### src/rtl/uart_rxq_pkg.sv
package uart_rxq_pkg;
    localparam int ENTRY_W = 12;
    localparam int DATA_W  = 8;
    localparam int STAT_W  = ENTRY_W - DATA_W;
    localparam int BRK_BIT = 10;

    typedef logic [ENTRY_W-1:0] rxq_entry_t;

    typedef enum logic {
        MODE_SINGLE = 1'b0,
        MODE_DEEP   = 1'b1
    } rxq_mode_e;

    localparam rxq_entry_t BREAK_ENTRY = rxq_entry_t'(1) << BRK_BIT;
endpackage

### src/rtl/rxq_mode_ctl.sv
module rxq_mode_ctl
    import uart_rxq_pkg::*;
#(
    parameter int DEPTH = 16,
    localparam int PTR_W = $clog2(DEPTH),
    localparam int CNT_W = PTR_W + 1
) (
    input  logic             clk,
    input  logic             rst_n,
    input  logic             fifo_en,
    output logic             flush,
    output logic [PTR_W-1:0] idx_mask,
    output logic [CNT_W-1:0] depth_lim
);
    rxq_mode_e state_q, state_d;

    // next-state: ENABLE and DISABLE transitions
    always_comb begin
        state_d = state_q;
        unique case (state_q)
            MODE_SINGLE: if (fifo_en)  state_d = MODE_DEEP;
            MODE_DEEP:   if (!fifo_en) state_d = MODE_SINGLE;
            default:     state_d = MODE_SINGLE;
        endcase
    end

    always_ff @(posedge clk or negedge rst_n) begin
        if (!rst_n) state_q <= MODE_SINGLE;
        else        state_q <= state_d;
    end

    // outputs of the current state
    always_comb begin
        flush = (state_d != state_q);
        unique case (state_q)
            MODE_DEEP: begin
                idx_mask  = PTR_W'(DEPTH - 1);
                depth_lim = CNT_W'(DEPTH);
            end
            default: begin
                idx_mask  = '0;
                depth_lim = CNT_W'(1);
            end
        endcase
    end
endmodule

### src/rtl/rxq_ptrs.sv
module rxq_ptrs #(
    parameter int DEPTH = 16,
    localparam int PTR_W = $clog2(DEPTH),
    localparam int CNT_W = PTR_W + 1
) (
    input  logic             clk,
    input  logic             rst_n,
    input  logic             flush,
    input  logic [PTR_W-1:0] idx_mask,
    input  logic [CNT_W-1:0] depth_lim,
    input  logic             push_valid,
    input  logic             pop,
    output logic             wr_en,
    output logic [PTR_W-1:0] wr_idx,
    output logic [PTR_W-1:0] rd_idx,
    output logic             pop_ok,
    output logic             empty,
    output logic             full,
    output logic             rx_ready,
    output logic             rx_irq,
    output logic             overrun
);
    logic [CNT_W-1:0] cnt_q, cnt_d;
    logic [PTR_W-1:0] rd_q, rd_d;
    logic             empty_q, full_q, irq_q, ovr_q;
    logic             act_push, room, take;

    always_comb begin
        act_push = push_valid && !flush;
        pop_ok   = pop && !flush;
        room     = cnt_q < depth_lim;
        wr_en    = act_push && room;
        take     = pop_ok && (cnt_q != '0);
        wr_idx   = (rd_q + cnt_q[PTR_W-1:0]) & idx_mask;
        rd_d     = take ? ((rd_q + PTR_W'(1)) & idx_mask) : rd_q;
        cnt_d    = cnt_q + CNT_W'(wr_en) - CNT_W'(take);
    end

    always_ff @(posedge clk or negedge rst_n) begin
        if (!rst_n) begin
            cnt_q   <= '0;
            rd_q    <= '0;
            empty_q <= 1'b1;
            full_q  <= 1'b0;
            irq_q   <= 1'b0;
            ovr_q   <= 1'b0;
        end else if (flush) begin
            cnt_q   <= '0;
            rd_q    <= '0;
            empty_q <= 1'b1;
            full_q  <= 1'b0;
            ovr_q   <= 1'b0;
        end else begin
            cnt_q <= cnt_d;
            rd_q  <= rd_d;
            ovr_q <= act_push && !room;
            if (wr_en)                        empty_q <= 1'b0;
            if (pop_ok && cnt_d == '0)        empty_q <= 1'b1;
            if (pop_ok)                       full_q  <= 1'b0;
            if (wr_en && cnt_d == depth_lim)  full_q  <= 1'b1;
            if (wr_en && cnt_d == CNT_W'(1))  irq_q   <= 1'b1;
            else if (pop_ok && cnt_d == '0)   irq_q   <= 1'b0;
        end
    end

    assign rd_idx   = rd_q;
    assign empty    = empty_q;
    assign full     = full_q;
    assign rx_ready = cnt_q < depth_lim;
    assign rx_irq   = irq_q;
    assign overrun  = ovr_q;
endmodule

### src/rtl/rxq_store.sv
module rxq_store
    import uart_rxq_pkg::*;
#(
    parameter int DEPTH = 16,
    localparam int PTR_W = $clog2(DEPTH)
) (
    input  logic             clk,
    input  logic             rst_n,
    input  logic             wr_en,
    input  logic [PTR_W-1:0] wr_idx,
    input  rxq_entry_t       wr_entry,
    input  logic [PTR_W-1:0] rd_idx,
    output rxq_entry_t       rd_entry
);
    rxq_entry_t slot_q [DEPTH];

    for (genvar g = 0; g < DEPTH; g++) begin : g_slot
        always_ff @(posedge clk or negedge rst_n) begin
            if (!rst_n)
                slot_q[g] <= '0;
            else if (wr_en && wr_idx == PTR_W'(g))
                slot_q[g] <= wr_entry;
        end
    end

    assign rd_entry = slot_q[rd_idx];
endmodule

### src/rtl/rxq_status.sv
module rxq_status
    import uart_rxq_pkg::*;
(
    input  logic              clk,
    input  logic              rst_n,
    input  logic              clr,
    input  logic              load,
    input  logic [STAT_W-1:0] stat_in,
    output logic [STAT_W-1:0] stat_q
);
    always_ff @(posedge clk or negedge rst_n) begin
        if (!rst_n)    stat_q <= '0;
        else if (clr)  stat_q <= '0;
        else if (load) stat_q <= stat_in;
    end
endmodule

### src/rtl/uart_rxq.sv
module uart_rxq
    import uart_rxq_pkg::*;
#(
    parameter int DEPTH = 16
) (
    input  logic        clk,
    input  logic        rst_n,
    input  logic        fifo_en,
    input  logic        push_valid,
    input  logic        push_break,
    input  logic [11:0] push_data,
    input  logic        pop,
    output logic [11:0] pop_data,
    input  logic        rsr_clr,
    output logic [3:0]  rsr,
    output logic        empty,
    output logic        full,
    output logic        rx_ready,
    output logic        rx_irq,
    output logic        overrun
);
    localparam int PTR_W = $clog2(DEPTH);
    localparam int CNT_W = PTR_W + 1;

    logic             flush;
    logic [PTR_W-1:0] idx_mask, wr_idx, rd_idx;
    logic [CNT_W-1:0] depth_lim;
    logic             wr_en, pop_ok;
    rxq_entry_t       wr_entry, head;

    assign wr_entry = push_break ? BREAK_ENTRY : rxq_entry_t'(push_data);

    rxq_mode_ctl #(.DEPTH(DEPTH)) u_mode (
        .clk(clk), .rst_n(rst_n), .fifo_en(fifo_en),
        .flush(flush), .idx_mask(idx_mask), .depth_lim(depth_lim)
    );

    rxq_ptrs #(.DEPTH(DEPTH)) u_ptrs (
        .clk(clk), .rst_n(rst_n), .flush(flush),
        .idx_mask(idx_mask), .depth_lim(depth_lim),
        .push_valid(push_valid), .pop(pop),
        .wr_en(wr_en), .wr_idx(wr_idx), .rd_idx(rd_idx), .pop_ok(pop_ok),
        .empty(empty), .full(full), .rx_ready(rx_ready),
        .rx_irq(rx_irq), .overrun(overrun)
    );

    rxq_store #(.DEPTH(DEPTH)) u_store (
        .clk(clk), .rst_n(rst_n), .wr_en(wr_en), .wr_idx(wr_idx),
        .wr_entry(wr_entry), .rd_idx(rd_idx), .rd_entry(head)
    );

    rxq_status u_stat (
        .clk(clk), .rst_n(rst_n), .clr(rsr_clr), .load(pop_ok),
        .stat_in(head[ENTRY_W-1:DATA_W]), .stat_q(rsr)
    );

    assign pop_data = head;
endmodule

### config.mk
export PLATFORM = sky130hd
export DESIGN_NAME = uart_rxq
export DESIGN_NICKNAME = d
export VERILOG_FILES = /design/src/rtl/uart_rxq_pkg.sv /design/src/rtl/rxq_mode_ctl.sv /design/src/rtl/rxq_ptrs.sv /design/src/rtl/rxq_store.sv /design/src/rtl/rxq_status.sv /design/src/rtl/uart_rxq.sv
export SDC_FILE = /design/constraint.sdc
export NUM_CORES = 1
export LEC_CHECK = 0
export BUFFER_PORTS_ARGS = -buffer_cell sky130_fd_sc_hd__buf_2
export CELL_PAD_IN_SITES_DETAIL_PLACEMENT = 0
export CELL_PAD_IN_SITES_GLOBAL_PLACEMENT = 1
export CORE_MARGIN = 3
export CORE_UTILIZATION = 30
export CTS_BUF_LIST = sky130_fd_sc_hd__clkbuf_4 sky130_fd_sc_hd__clkbuf_8
export CTS_CLUSTER_SIZE = 28
export DETAILED_ROUTE_END_ITERATION = 6
export PLACE_DENSITY = 0.51
export SLEW_MARGIN = 25
export SYNTH_ARGS = -nofsm -noshare
export SYNTH_HDL_FRONTEND = slang
export SYNTH_SLANG_ARGS = --single-unit
### constraint.sdc
create_clock -name clk -period 3.6 [get_ports clk]
set_clock_uncertainty 0.05 [all_clocks]
set_input_delay 0.36 -clock clk [delete_from_list [all_inputs] [get_ports clk]]
set_output_delay 0.36 -clock clk [all_outputs]
set_load 0.03 [all_outputs]
Word level (Yosys, flattened, before mapping)
Index checks and enable logic that the tools add are counted.
{"block": "op_classes", "mux": 21, "n_bitwise": 4, "n_lt_le_gt_ge": 2, "n_addsub": 4, "reduce_logical": 35, "n_eq_ne": 18}
{"op": "$bmux W12 S4", "n": 1}
{"op": "$mux W12", "n": 3}
{"op": "$eq A4 B4 Y1 const B", "n": 8}
{"op": "$logic_and A1 B1 Y1", "n": 24}
{"op": "$mux W4", "n": 5}
{"op": "$eq A4 B3 Y1 const B", "n": 4}
{"op": "$mux W1", "n": 10}
{"op": "$mux W5", "n": 2}
{"op": "$and A4 B4 Y4", "n": 2}
{"op": "$eq A4 B2 Y1 const B", "n": 2}
{"op": "$reduce_bool A2 Y1", "n": 3}
{"op": "$reduce_bool A3 Y1", "n": 2}
{"op": "$add A5 B1 Y5", "n": 1}
{"op": "$eq A5 B1 Y1 const B", "n": 1}
{"op": "$eq A5 B5 Y1", "n": 1}
{"op": "$ge A5 B5 Y1 const B", "n": 1}
{"op": "$logic_not A5 Y1", "n": 1}
{"op": "$lt A5 B5 Y1", "n": 1}
{"op": "$not A4 Y5", "n": 1}
{"op": "$reduce_bool A5 Y1", "n": 1}
{"op": "$sub A5 B1 Y5", "n": 1}
{"op": "$add A4 B1 Y4 const B", "n": 1}
{"op": "$add A4 B4 Y4", "n": 1}
{"op": "$eq A4 B1 Y1 const B", "n": 1}
{"op": "other kinds (5)", "n": 6}
{"block": "word_totals", "register_bits": 210, "word_cells": 108, "out_inout_bits": 21}

Depth between registers and ports, before layout
Gate-level depths: netlist (run 1).
{"block": "depth", "word_depth": 11, "mapped_depth": 15}

By module
Synthesis (run 1) repeated with hierarchy kept, for this count alone.
{"block": "unflattened", "hier_cells": 697, "area_unflattened_um2": 10092.2}
{"mod": "rxq_store", "area_each_um2": 8643.3, "n_inst": 1, "cells_per_inst": 538, "seq_area_each_um2": 4804.6}
{"mod": "rxq_ptrs", "area_each_um2": 1101.1, "n_inst": 1, "cells_per_inst": 121, "seq_area_each_um2": 326.6}
{"mod": "rxq_status", "area_each_um2": 160.2, "n_inst": 1, "cells_per_inst": 13, "seq_area_each_um2": 100.1}
{"mod": "rxq_mode_ctl", "area_each_um2": 101.3, "n_inst": 1, "cells_per_inst": 12, "seq_area_each_um2": 25.0}
{"mod": "uart_rxq", "area_each_um2": 86.3, "n_inst": 1, "cells_per_inst": 13, "seq_area_each_um2": 0.0}

Least setup slack after synthesis (run 1)
OpenSTA, ideal clock, no wires.
{"block": "synth_timing", "path_type": "reg2reg", "start": "register u_mode.state_q", "end": "register u_ptrs.irq_q, in the netlist u_ptrs.rx_irq", "path_buffers": 1, "required_time_ns": 3.426, "arrival_time_ns": 3.274, "setup_ns": 0.124, "setup_slack_ns": 0.152, "path_stages_with_launch": 16, "period_less_slack_ns": 3.448, "cell_sequence": "dfrtp_1 > clkbuf_1 > inv_1 > ha_1 > o21a_2 > nor2_1 > nand2_1 > ha_1 > inv_1 > ha_1 > fa_1 > nand2b_1 > a21oi_1 > xnor2_1 > a41oi_1 > a211o_1"}
{"block": "synth_via", "elab_chain_len": 10, "elab_cells_between_ends": 18}
{"element": "start, declared", "line": "rxq_mode_ctl.sv:15", "rtl": "rxq_mode_e state_q, state_d;"}
{"element": "start signal, assigned", "line": "rxq_mode_ctl.sv:29", "rtl": "else state_q <= state_d;"}
{"element": "branches (longest 10 deep; another with $lt A5 B5 Y1)"}
{"element": "end signal, assigned", "line": "rxq_ptrs.sv:45", "rtl": "irq_q <= 1'b0;"}
{"element": "end signal, assigned", "line": "rxq_ptrs.sv:61", "rtl": "if (wr_en && cnt_d == CNT_W'(1)) irq_q <= 1'b1;"}
{"element": "end signal, assigned", "line": "rxq_ptrs.sv:62", "rtl": "else if (pop_ok && cnt_d == '0) irq_q <= 1'b0;"}
{"element": "end, declared", "line": "rxq_ptrs.sv:25", "rtl": "logic empty_q, full_q, irq_q, ovr_q;"}
Parallel ways; which one is timed is not known.
A chain may end at the register's enable or synchronous reset.

Worst setup path after layout (run 1)
{"block": "layout_timing", "start": "register u_ptrs.cnt_q[1]", "end": "register u_ptrs.irq_q, in the netlist u_ptrs.rx_irq"}
{"block": "layout_via", "elab_chain_len": 8, "elab_cells_between_ends": 13}
{"element": "start, declared", "line": "rxq_ptrs.sv:23", "rtl": "logic [CNT_W-1:0] cnt_q, cnt_d;"}
{"element": "start signal, assigned", "line": "rxq_ptrs.sv:54", "rtl": "cnt_q <= cnt_d;"}
{"element": "$lt A5 B5 Y1", "line": "rxq_ptrs.sv:31", "rtl": "room = cnt_q < depth_lim;"}
{"element": "$logic_and A1 B1 Y1", "line": "rxq_ptrs.sv:32", "rtl": "wr_en = act_push && room;"}
{"element": "$add A5 B1 Y5", "line": "rxq_ptrs.sv:36", "rtl": "cnt_d = cnt_q + CNT_W'(wr_en) - CNT_W'(take);"}
{"element": "$sub A5 B1 Y5", "line": "rxq_ptrs.sv:36"}
{"element": "$eq A5 B1 Y1 / $logic_not A5 Y1 (equally long branches)", "line": "rxq_ptrs.sv:61, rxq_ptrs.sv:62"}
{"element": "$logic_and A1 B1 Y1 (on tied branches)", "line": "rxq_ptrs.sv:61, rxq_ptrs.sv:62"}
{"element": "$reduce_bool A2 Y1 (no source line)"}
{"element": "$reduce_and A2 Y1 (no source line)"}
Parallel ways exist; a longest one is shown, timed or not.

==> results by group, run 1 <==
Drt
  – WL met1: 11,800 um
  – Met3 WL: 909 um
  – Top Layer Used: met4
  – Vias post-DR: 6,377
  – DR DRC count: 0
  – DR pass1 iterations: 4
  – Total Wirelength: 26,300 um
  – WL met2: 13,100 um
  – Initial DRC count: 316
  – Drt wl/cell: 20.6 um
  – Antenna-violating nets left: 0
  – Vias per std cell: 4.99

Floorplanning
  – DIE AREA: 0.0361 mm^2
  – Die Wd: 190 um
  – Starting utilization of the core area: 30.8%
  – Ports: 40
  – Core Area: 0.0329 mm^2
  – # rows: 66
  – Die Y: 190 um

Timing
  – Final slew viol count: 0
  – Max Clk Rate: 301 MHz
  – Period minus WS final: 3.32 ns
  – Final Cycle Share: 92.2%
  – Relative slew slack: 36.1%
  – Finish-stage setup viols: 0
  – Worst hold margin: 0.130 ns
  – RSZ-0062 raised after global routing: yes
  – Slew of the pin with the lowest slew margin: 0.957 ns
  – Worst setup margin: 0.281 ns
  – Final count of hold timing violations: 0

Critical path
  – Critical Path Source: u_ptrs.cnt_q[1]$_DFF_PN0_
  – Buf/Inv on CP: 2
  – Reg-to-Reg Start: u_ptrs.cnt_q[1]$_DFF_PN0_
  – CP Capture Type: flip-flop
  – Reg2reg setup slack: 0.28 ns
  – Delay-heaviest family, CP: adder cells
  – Startpoint Class: flip-flop
  – CP cell instances: inv_1, ha_1, o21a_1, o21a_2, nor2_1, nand2_1, ha_1, inv_1, ha_1, fa_1, xor2_1, nor2b_4, a41oi_1, a211o_1
  – Most used cell along the critical path: ha_1
  – WP data required: 3.96 ns
  – CP peak stage delay: 0.43 ns
  – CP Data Arrival Time: 3.68 ns
  – Worst setup path endpoint: u_ptrs.rx_irq$_DFFE_PN0P_
  – Reg2reg end: u_ptrs.rx_irq$_DFFE_PN0P_
  – Worst r2r path cells: 14
  – Crit-path max FO: 5
  – Worst Setup Path Type: reg2reg
  – CP Depth: 14
  – Slowest CP cell: fa_1

Clocking
  – CTS Buf Count: 39
  – CTS tree: done
  – Skew-Pair Late Insertion Delay: 0.53 ns
  – H-tree levels: 2
  – Clock-pin transition on the worst setup and hold timing paths: 0.06 ns
  – Post-CTS Setup Inserts: 0
  – Clk root buf: clkbuf_8
  – Clock sink count: 210
  – CTS max path bufs: 3

Job
  – Max-Cap Viols: 0

Synth
  – Mapped Area: 0.0101 mm^2
  – Yosys reg bits: 210
  – Post-synthesis net count: 775
  – Syn Area/Cell: 13.7 um^2
  – Ys flop type: dfrtp_1
  – Ys async rst share: 100%
  – Synth unique cells: 49
  – Cells after Synth: 741
  – Synth Warn #: 0
  – EDFF count, synth: 0
  – Register area share after synthesis: 51.8%

Finish
  – N_diodes: 0
  – Layout area overhead: 17.4%
  – Nets: 845
  – Fill cell instance count of the final layout: 3,126
  – Layout cells sized above 1: 47.6%

Power
  – PwrDens: 640 mW/mm^2
  – Pleak: 5.59 nW
  – Peak VDD IR: 0.202 mV

Worst hold path
  – Hold Crit Depth: 3
  – Worst hold start: pop
  – Hold Crit Class: in2reg

Global route
  – Largest net degree at the start of global routing: 81
  – Initial antenna violation count: 0
  – First-pass GRT wire length: 42,200 um
  – GRT Overall Usage: 15.1%
  – Vias in the first global route: 7,115
  – Global route overflow: 0

Place
  – GP Congestion: 0.778
  – Dpl ws: 0.178 ns
  – IO Port Bufs: 39
  – Dpl hpwl: 16,900 um

Run status
  – Status: finished clean
-- logic make-up after synthesis --
group | after synthesis | synth area share [%]
muxes | 258 | 32.0
DFF | 210 | 51.8
and+or+nand+nor | 109 | 5.80
AOI/OAI and AO/OA | 72 | 4.64
buffers and inverters | 66 | 2.81
adders and majority gates | 15 | 2.00
xor gates and xnor gates | 11 | 0.950
-- routing by layer --
layer | vias up | track usage [%]
li1 | 2848 | -
met1 | 3383 | 20.1
met2 | 100 | 25.8
met3 | 46 | 2.58
met4 | 0 | 3.58
met5 | - | 0
-- what timing repair did --
item / 4_1_cts / 5_1_grt
hold buffers: 4 / 0
gates resized for setup: 0 / 3
hold endpoints to repair: 82 / 0
endpoints found under the setup margin: 0 / 3
-- flip-flops by register name, summed over array words and instances, names as in the netlist --
register        flops
u_ptrs.cnt_q        5
u_ptrs.overrun      1
u_ptrs.rx_irq       1
u_store.slot_q    192
u_stat.stat_q       4
u_mode.state_q      1
u_ptrs.empty        1
u_ptrs.rd_idx       4
u_ptrs.full         1
-- worst register-to-register path, delay by kind of cell (launching register included) --
family / cells / cell delay, ns
buffers and inverters: 2 / 0.18
adders and majority gates: 4 / 1.16
and+or+nand+nor: 3 / 0.48
DFF: 1 / 0.41
AOI/OAI and AO/OA: 4 / 0.69
xor gates and xnor gates: 1 / 0.25
-- how the worst min path moves through the flow --
stage | endpoint | slack (ns)
6_report | u_ptrs.empty$_DFFE_PN1P_ | 0.13
5_1_grt | u_ptrs.empty$_DFFE_PN1P_ | 0.14
4_1_cts | u_ptrs.empty$_DFFE_PN1P_ | 0.11
3_5_place_dp | u_store.slot_q[90]$_DFFE_PN0P_ | 0.42
3_3_place_gp | u_store.slot_q[90]$_DFFE_PN0P_ | 0.41
2_1_floorplan | u_mode.state_q$_DFF_PN0_ | 0.01
-- power breakdown --
part | leakage, nW | total (mW) | internal [mW] | switching [mW]
Sequential | 2.87 | 3.06 | 2.82 | 0.243
Combinational | 2.28 | 2.17 | 1.03 | 1.14
Clock | 0.437 | 2.39 | 1.40 | 0.982
Total | 5.59 | 7.62 | 5.26 | 2.36
-- cell usage after synthesis, types with 4 or more instances --
cell type | count | area share (%)
a21oi_1 | 15 | 0.74
a221oi_1 | 8 | 0.69
a22oi_1 | 12 | 0.89
and2_1 | 6 | 0.37
buf_1 | 5 | 0.19
buf_2 | 24 | 1.2
clkbuf_1 | 21 | 0.78
dfrtp_1 | 209 | 52
ha_1 | 13 | 1.6
inv_1 | 14 | 0.52
mux2_2 | 198 | 22
mux2i_1 | 25 | 2.5
mux4_2 | 32 | 7.1
nand2_1 | 31 | 1.1
nand2b_1 | 4 | 0.25
nand3_1 | 18 | 0.89
nand4_1 | 5 | 0.31
nor2_1 | 13 | 0.48
nor2b_1 | 17 | 1.0
nor3_1 | 4 | 0.20
o21ai_0 | 24 | 1.2
xnor2_1 | 7 | 0.60
xor2_1 | 4 | 0.35
-- area by class of cell --
type                       instances  area, um^2  area share [%]
clock buffer                      64         806            6.77
clock inverter                     3        17.5           0.147
inverter                          14        52.6           0.441
multi-input combinational        465        4650            39.1
sequential                       210        5260            44.2
tap                              442         553            4.64
timing repair buffer              81         567            4.76
-- layout by cell type (no fill, tap or decap), types with 3 or more instances in the layout --
master         instances
a22oi_1               12
clkbuf_8              53
nor2b_1                9
a221oi_1               8
nand3_1               18
a21oi_1               15
nor2_1                13
buf_12                 3
inv_1                 14
mux2_2               198
mux4_2                32
nand2b_1               4
xnor2_1                6
ha_1                  13
buf_2                 38
nor2b_2                7
buf_4                 35
nor3_2                 3
dlygate4sd3_1          4
o21ai_0               24
clkbuf_4              12
dfrtp_1              208
and2_1                 6
xor2_1                 4
nand2_1               31
nand4_1                5
mux2i_1               25
-- stage by stage --
stage,utilization (%),cell area [um^2],std cells,power [mW],TNS (ns)
finish,36.1,11900,1279,7.62,0
global route,36.1,11900,1279,8.11,-0.0175
CTS,36.0,11900,1279,7.70,0
detailed placement,33.4,11000,1208,5.25,0
global placement,33.4,11000,1208,5.19,0
floorplan,-,10100,741,4.63,0
No activity file was read; power rests on OpenSTA's default activity.
==> run 2, diff against run 1 <==
CTS_BUF_LIST = not set   (was sky130_fd_sc_hd__clkbuf_4 sky130_fd_sc_hd__clkbuf_8)
SETUP_SLACK_MARGIN = 0.15   (was not set)
==> run 2 against run 1 <==
Total power rose by 3.7%. Via count decreased by 0.94%. First-iteration DRC count shrank 5.4%. Worst setup slack improved by 0.022 ns. Register-to-register slack gained 0.02 ns. Die area unchanged. Sequential cell count unchanged. Final cell count fell by 1.6%. Sequential power about the same. Utilization is 0.25 points higher.
==> results by group, run 2 (synthesis gave the netlist of run 1 again) <==
Critical path
  – Worst r2r path cells: 9 (was 14)
  – CP Capture Type: flip-flop (unchanged)
  – Worst Setup Path Type: reg2reg (unchanged)
  – WP data required: 3.96 ns (about the same)
  – Startpoint Class: flip-flop (unchanged)
  – Reg2reg setup slack: 0.30 ns (was 0.28 ns)
  – Crit-path max FO: 9 (was 5)
  – CP Data Arrival Time: 3.66 ns (was 3.68 ns)
  – Reg2reg end: u_store.slot_q[28]$_DFFE_PN0P_ (was u_ptrs.rx_irq$_DFFE_PN0P_)
  – Reg-to-Reg Start: u_ptrs.cnt_q[0]$_DFF_PN0_ (was u_ptrs.cnt_q[1]$_DFF_PN0_)

Timing
  – Final slew viol count: 0 (unchanged)
  – Setup TNS Final: 0 ns (unchanged)
  – Slew of the pin with the lowest slew margin: 0.964 ns (was 0.957 ns)
  – Worst hold margin: 0.107 ns (was 0.130 ns)
  – Finish-stage setup viols: 0 (unchanged)
  – Final Cycle Share: 91.6% (was 92.2%)
  – Worst setup margin: 0.303 ns (was 0.281 ns)
  – Relative slew slack: 35.6% (was 36.1%)
  – RSZ-0062 raised after global routing: no (was yes)
  – Final count of hold timing violations: 0 (unchanged)
  – Max Clk Rate: 303 MHz (was 301 MHz)
  – Period minus WS final: 3.30 ns (was 3.32 ns)

Worst hold path
  – Hold Crit Depth: 3 (unchanged)
  – Hold Crit Class: in2reg (unchanged)
  – Worst hold start: pop (unchanged)
  – Hold Crit Endpoint: u_ptrs.empty$_DFFE_PN1P_ (unchanged)

Place
  – Dpl hpwl: 16,900 um (unchanged)
  – IO Port Bufs: 39 (unchanged)
  – GP Congestion: 0.778 (unchanged)
  – Dpl ws: 0.178 ns (unchanged)

Finish
  – Layout area overhead: 18.2% (was 17.4%)
  – Nets: 832 (was 845)
  – Largest Register: u_store.slot_q (unchanged)
  – Regs by FF count: u_store.slot_q: 192 flops, u_ptrs.cnt_q: 5 flops (unchanged)
  – Layout cells sized above 1: 46.9% (was 47.6%)
  – Fill cell instance count of the final layout: 3,128 (was 3,126)
  – N_diodes: 0 (unchanged)
  – Most frequent cells in the layout: dfrtp_1, mux2_2, buf_2 (was dfrtp_1, mux2_2, clkbuf_8)
  – Most common cell after layout, fill and taps aside: dfrtp_1 (unchanged)
  – Max FFs per register: 192 (unchanged)

Clocking
  – H-tree levels: 1 (was 2)
  – CTS tree: done (unchanged)
  – Skew-Pair Late Insertion Delay: 0.52 ns (was 0.53 ns)
  – Clock sink count: 210 (unchanged)
  – Clk root buf: clkbuf_16 (was clkbuf_8)
  – CTS Buf Count: 25 (was 39)
  – Clock-pin transition on the worst setup and hold timing paths: 0.06 ns (about the same)
  – CTS max path bufs: 3 (unchanged)

Run status
  – Status: finished clean (unchanged)

Global route
  – Initial antenna violation count: 0 (unchanged)
  – Met3 GRT Util: 2.19% (was 2.58%)
  – Met1 Track Usage GR: 20.1% (about the same)
  – Most used routing layer: met2 (unchanged)
  – Global route overflow: 0 (unchanged)
  – GRT Overall Usage: 15.0% (was 15.1%)
  – GR Util met2: 25.8% (about the same)
  – First-pass GRT wire length: 42,100 um (was 42,200 um)
  – Vias in the first global route: 7,028 (was 7,115)
  – Largest net degree at the start of global routing: 81 (unchanged)

Drt
  – DR pass1 iterations: 4 (unchanged)
  – DR DRC count: 0 (unchanged)
  – Drt wl/cell: 20.9 um (was 20.6 um)
  – Initial DRC count: 299 (was 316)
  – Antenna-violating nets left: 0 (unchanged)
  – Total Wirelength: 26,400 um (was 26,300 um)
  – Vias per std cell: 5.02 (was 4.99)
  – Vias post-DR: 6,317 (was 6,377)

Floorplanning
  – Die Wd: 190 um (unchanged)
  – Ports: 40 (unchanged)
  – DIE AREA: 0.0361 mm^2 (unchanged)
  – Starting utilization of the core area: 30.8% (unchanged)
  – Die Y: 190 um (unchanged)
  – Core Area: 0.0329 mm^2 (unchanged)
  – # rows: 66 (unchanged)

Power
  – Peak VDD IR: 0.299 mV (was 0.202 mV)
  – PwrDens: 659 mW/mm^2 (was 640 mW/mm^2)
  – Pleak: 5.60 nW (was 5.59 nW)
  – Total power: 7.90 mW (was 7.62 mW)

Job
  – Max-Cap Viols: 0 (unchanged)
-- run 2: cell types whose count changed in the layout (fill, tap and decap cells not counted), moves of 2 or more --
cell / before / now
clkbuf_4: 12 / 0
clkbuf_8: 53 / 11
bufinv_16: 0 / 2
clkinv_2: 2 / 5
clkbuf_16: 0 / 25
-- run 2: per-layer routing --
| metal | wire [um] | up-vias |
|---|---|---|
| met5 | 0 | - |
| met1 | 11900 | 3379 |
| li1 | - | 2820 |
| met2 | 13200 | 81 |
| met4 | 370 | 0 |
| met3 | 885 | 37 |
-- run 2: area by class of cell --
type                       count  area, um^2  share of cell area (%)
clock buffer                  36         767                    6.40
clock inverter                10         109                   0.908
inverter                      14        52.6                   0.438
multi-input combinational    465        4670                    39.0
sequential                   210        5260                    43.9
tap                          442         553                    4.61
timing repair buffer          82         574                    4.79
-- run 2: worst max-delay path by stage --
stage | start | endpoint | cells after the start
after detailed placement | u_ptrs.cnt_q[1]$_DFF_PN0_ | u_ptrs.rx_irq$_DFFE_PN0P_ | 15
final | u_ptrs.cnt_q[0]$_DFF_PN0_ | u_store.slot_q[28]$_DFFE_PN0P_ | 9
after global routing | u_ptrs.cnt_q[1]$_DFF_PN0_ | u_ptrs.rx_irq$_DFFE_PN0P_ | 15
after global placement | u_ptrs.cnt_q[1]$_DFF_PN0_ | u_ptrs.empty$_DFFE_PN1P_ | 15
after CTS | u_ptrs.cnt_q[1]$_DFF_PN0_ | u_ptrs.rx_irq$_DFFE_PN0P_ | 15
after floorplan | u_mode.state_q$_DFF_PN0_ | u_ptrs.rx_irq$_DFFE_PN0P_ | 15
-- run 2: where the power goes --
part	internal [mW]	leakage (nW)	total [mW]	switching, mW
clock	1.62	0.434	2.62	1.01
sequential	2.82	2.87	3.06	0.247
combinational	1.05	2.29	2.21	1.16
total	5.49	5.60	7.90	2.41
-- run 2: timing repair --
item | CTS | global route
endpoints found under the setup margin | 0 | 3
hold endpoints to repair | 82 | 0
hold buffers | 4 | 0
buffers inserted | 0 | 1
gates resized for setup | 0 | 10
-- run 2: critical path: stages (launching register included) --
cell and delay [ns]:
dfrtp_1 0.46, ha_1 0.21, inv_1 0.06, fa_1 0.41, xnor2_1 0.42, and2_1 0.49, nand3_1 0.18, nor2_1 0.26
buf_4 0.28, mux2_2 0.36
-- run 2: stage by stage --
| stage | instances | cell area, um^2 | util [%] |
|---|---|---|---|
| after global placement | 1208 | 11000 | 33.4 |
| final | 1259 | 12000 | 36.4 |
| after detailed placement | 1208 | 11000 | 33.4 |
| after global routing | 1259 | 12000 | 36.4 |
| after CTS | 1258 | 11900 | 36.2 |
| after floorplan | 741 | 10100 | - |
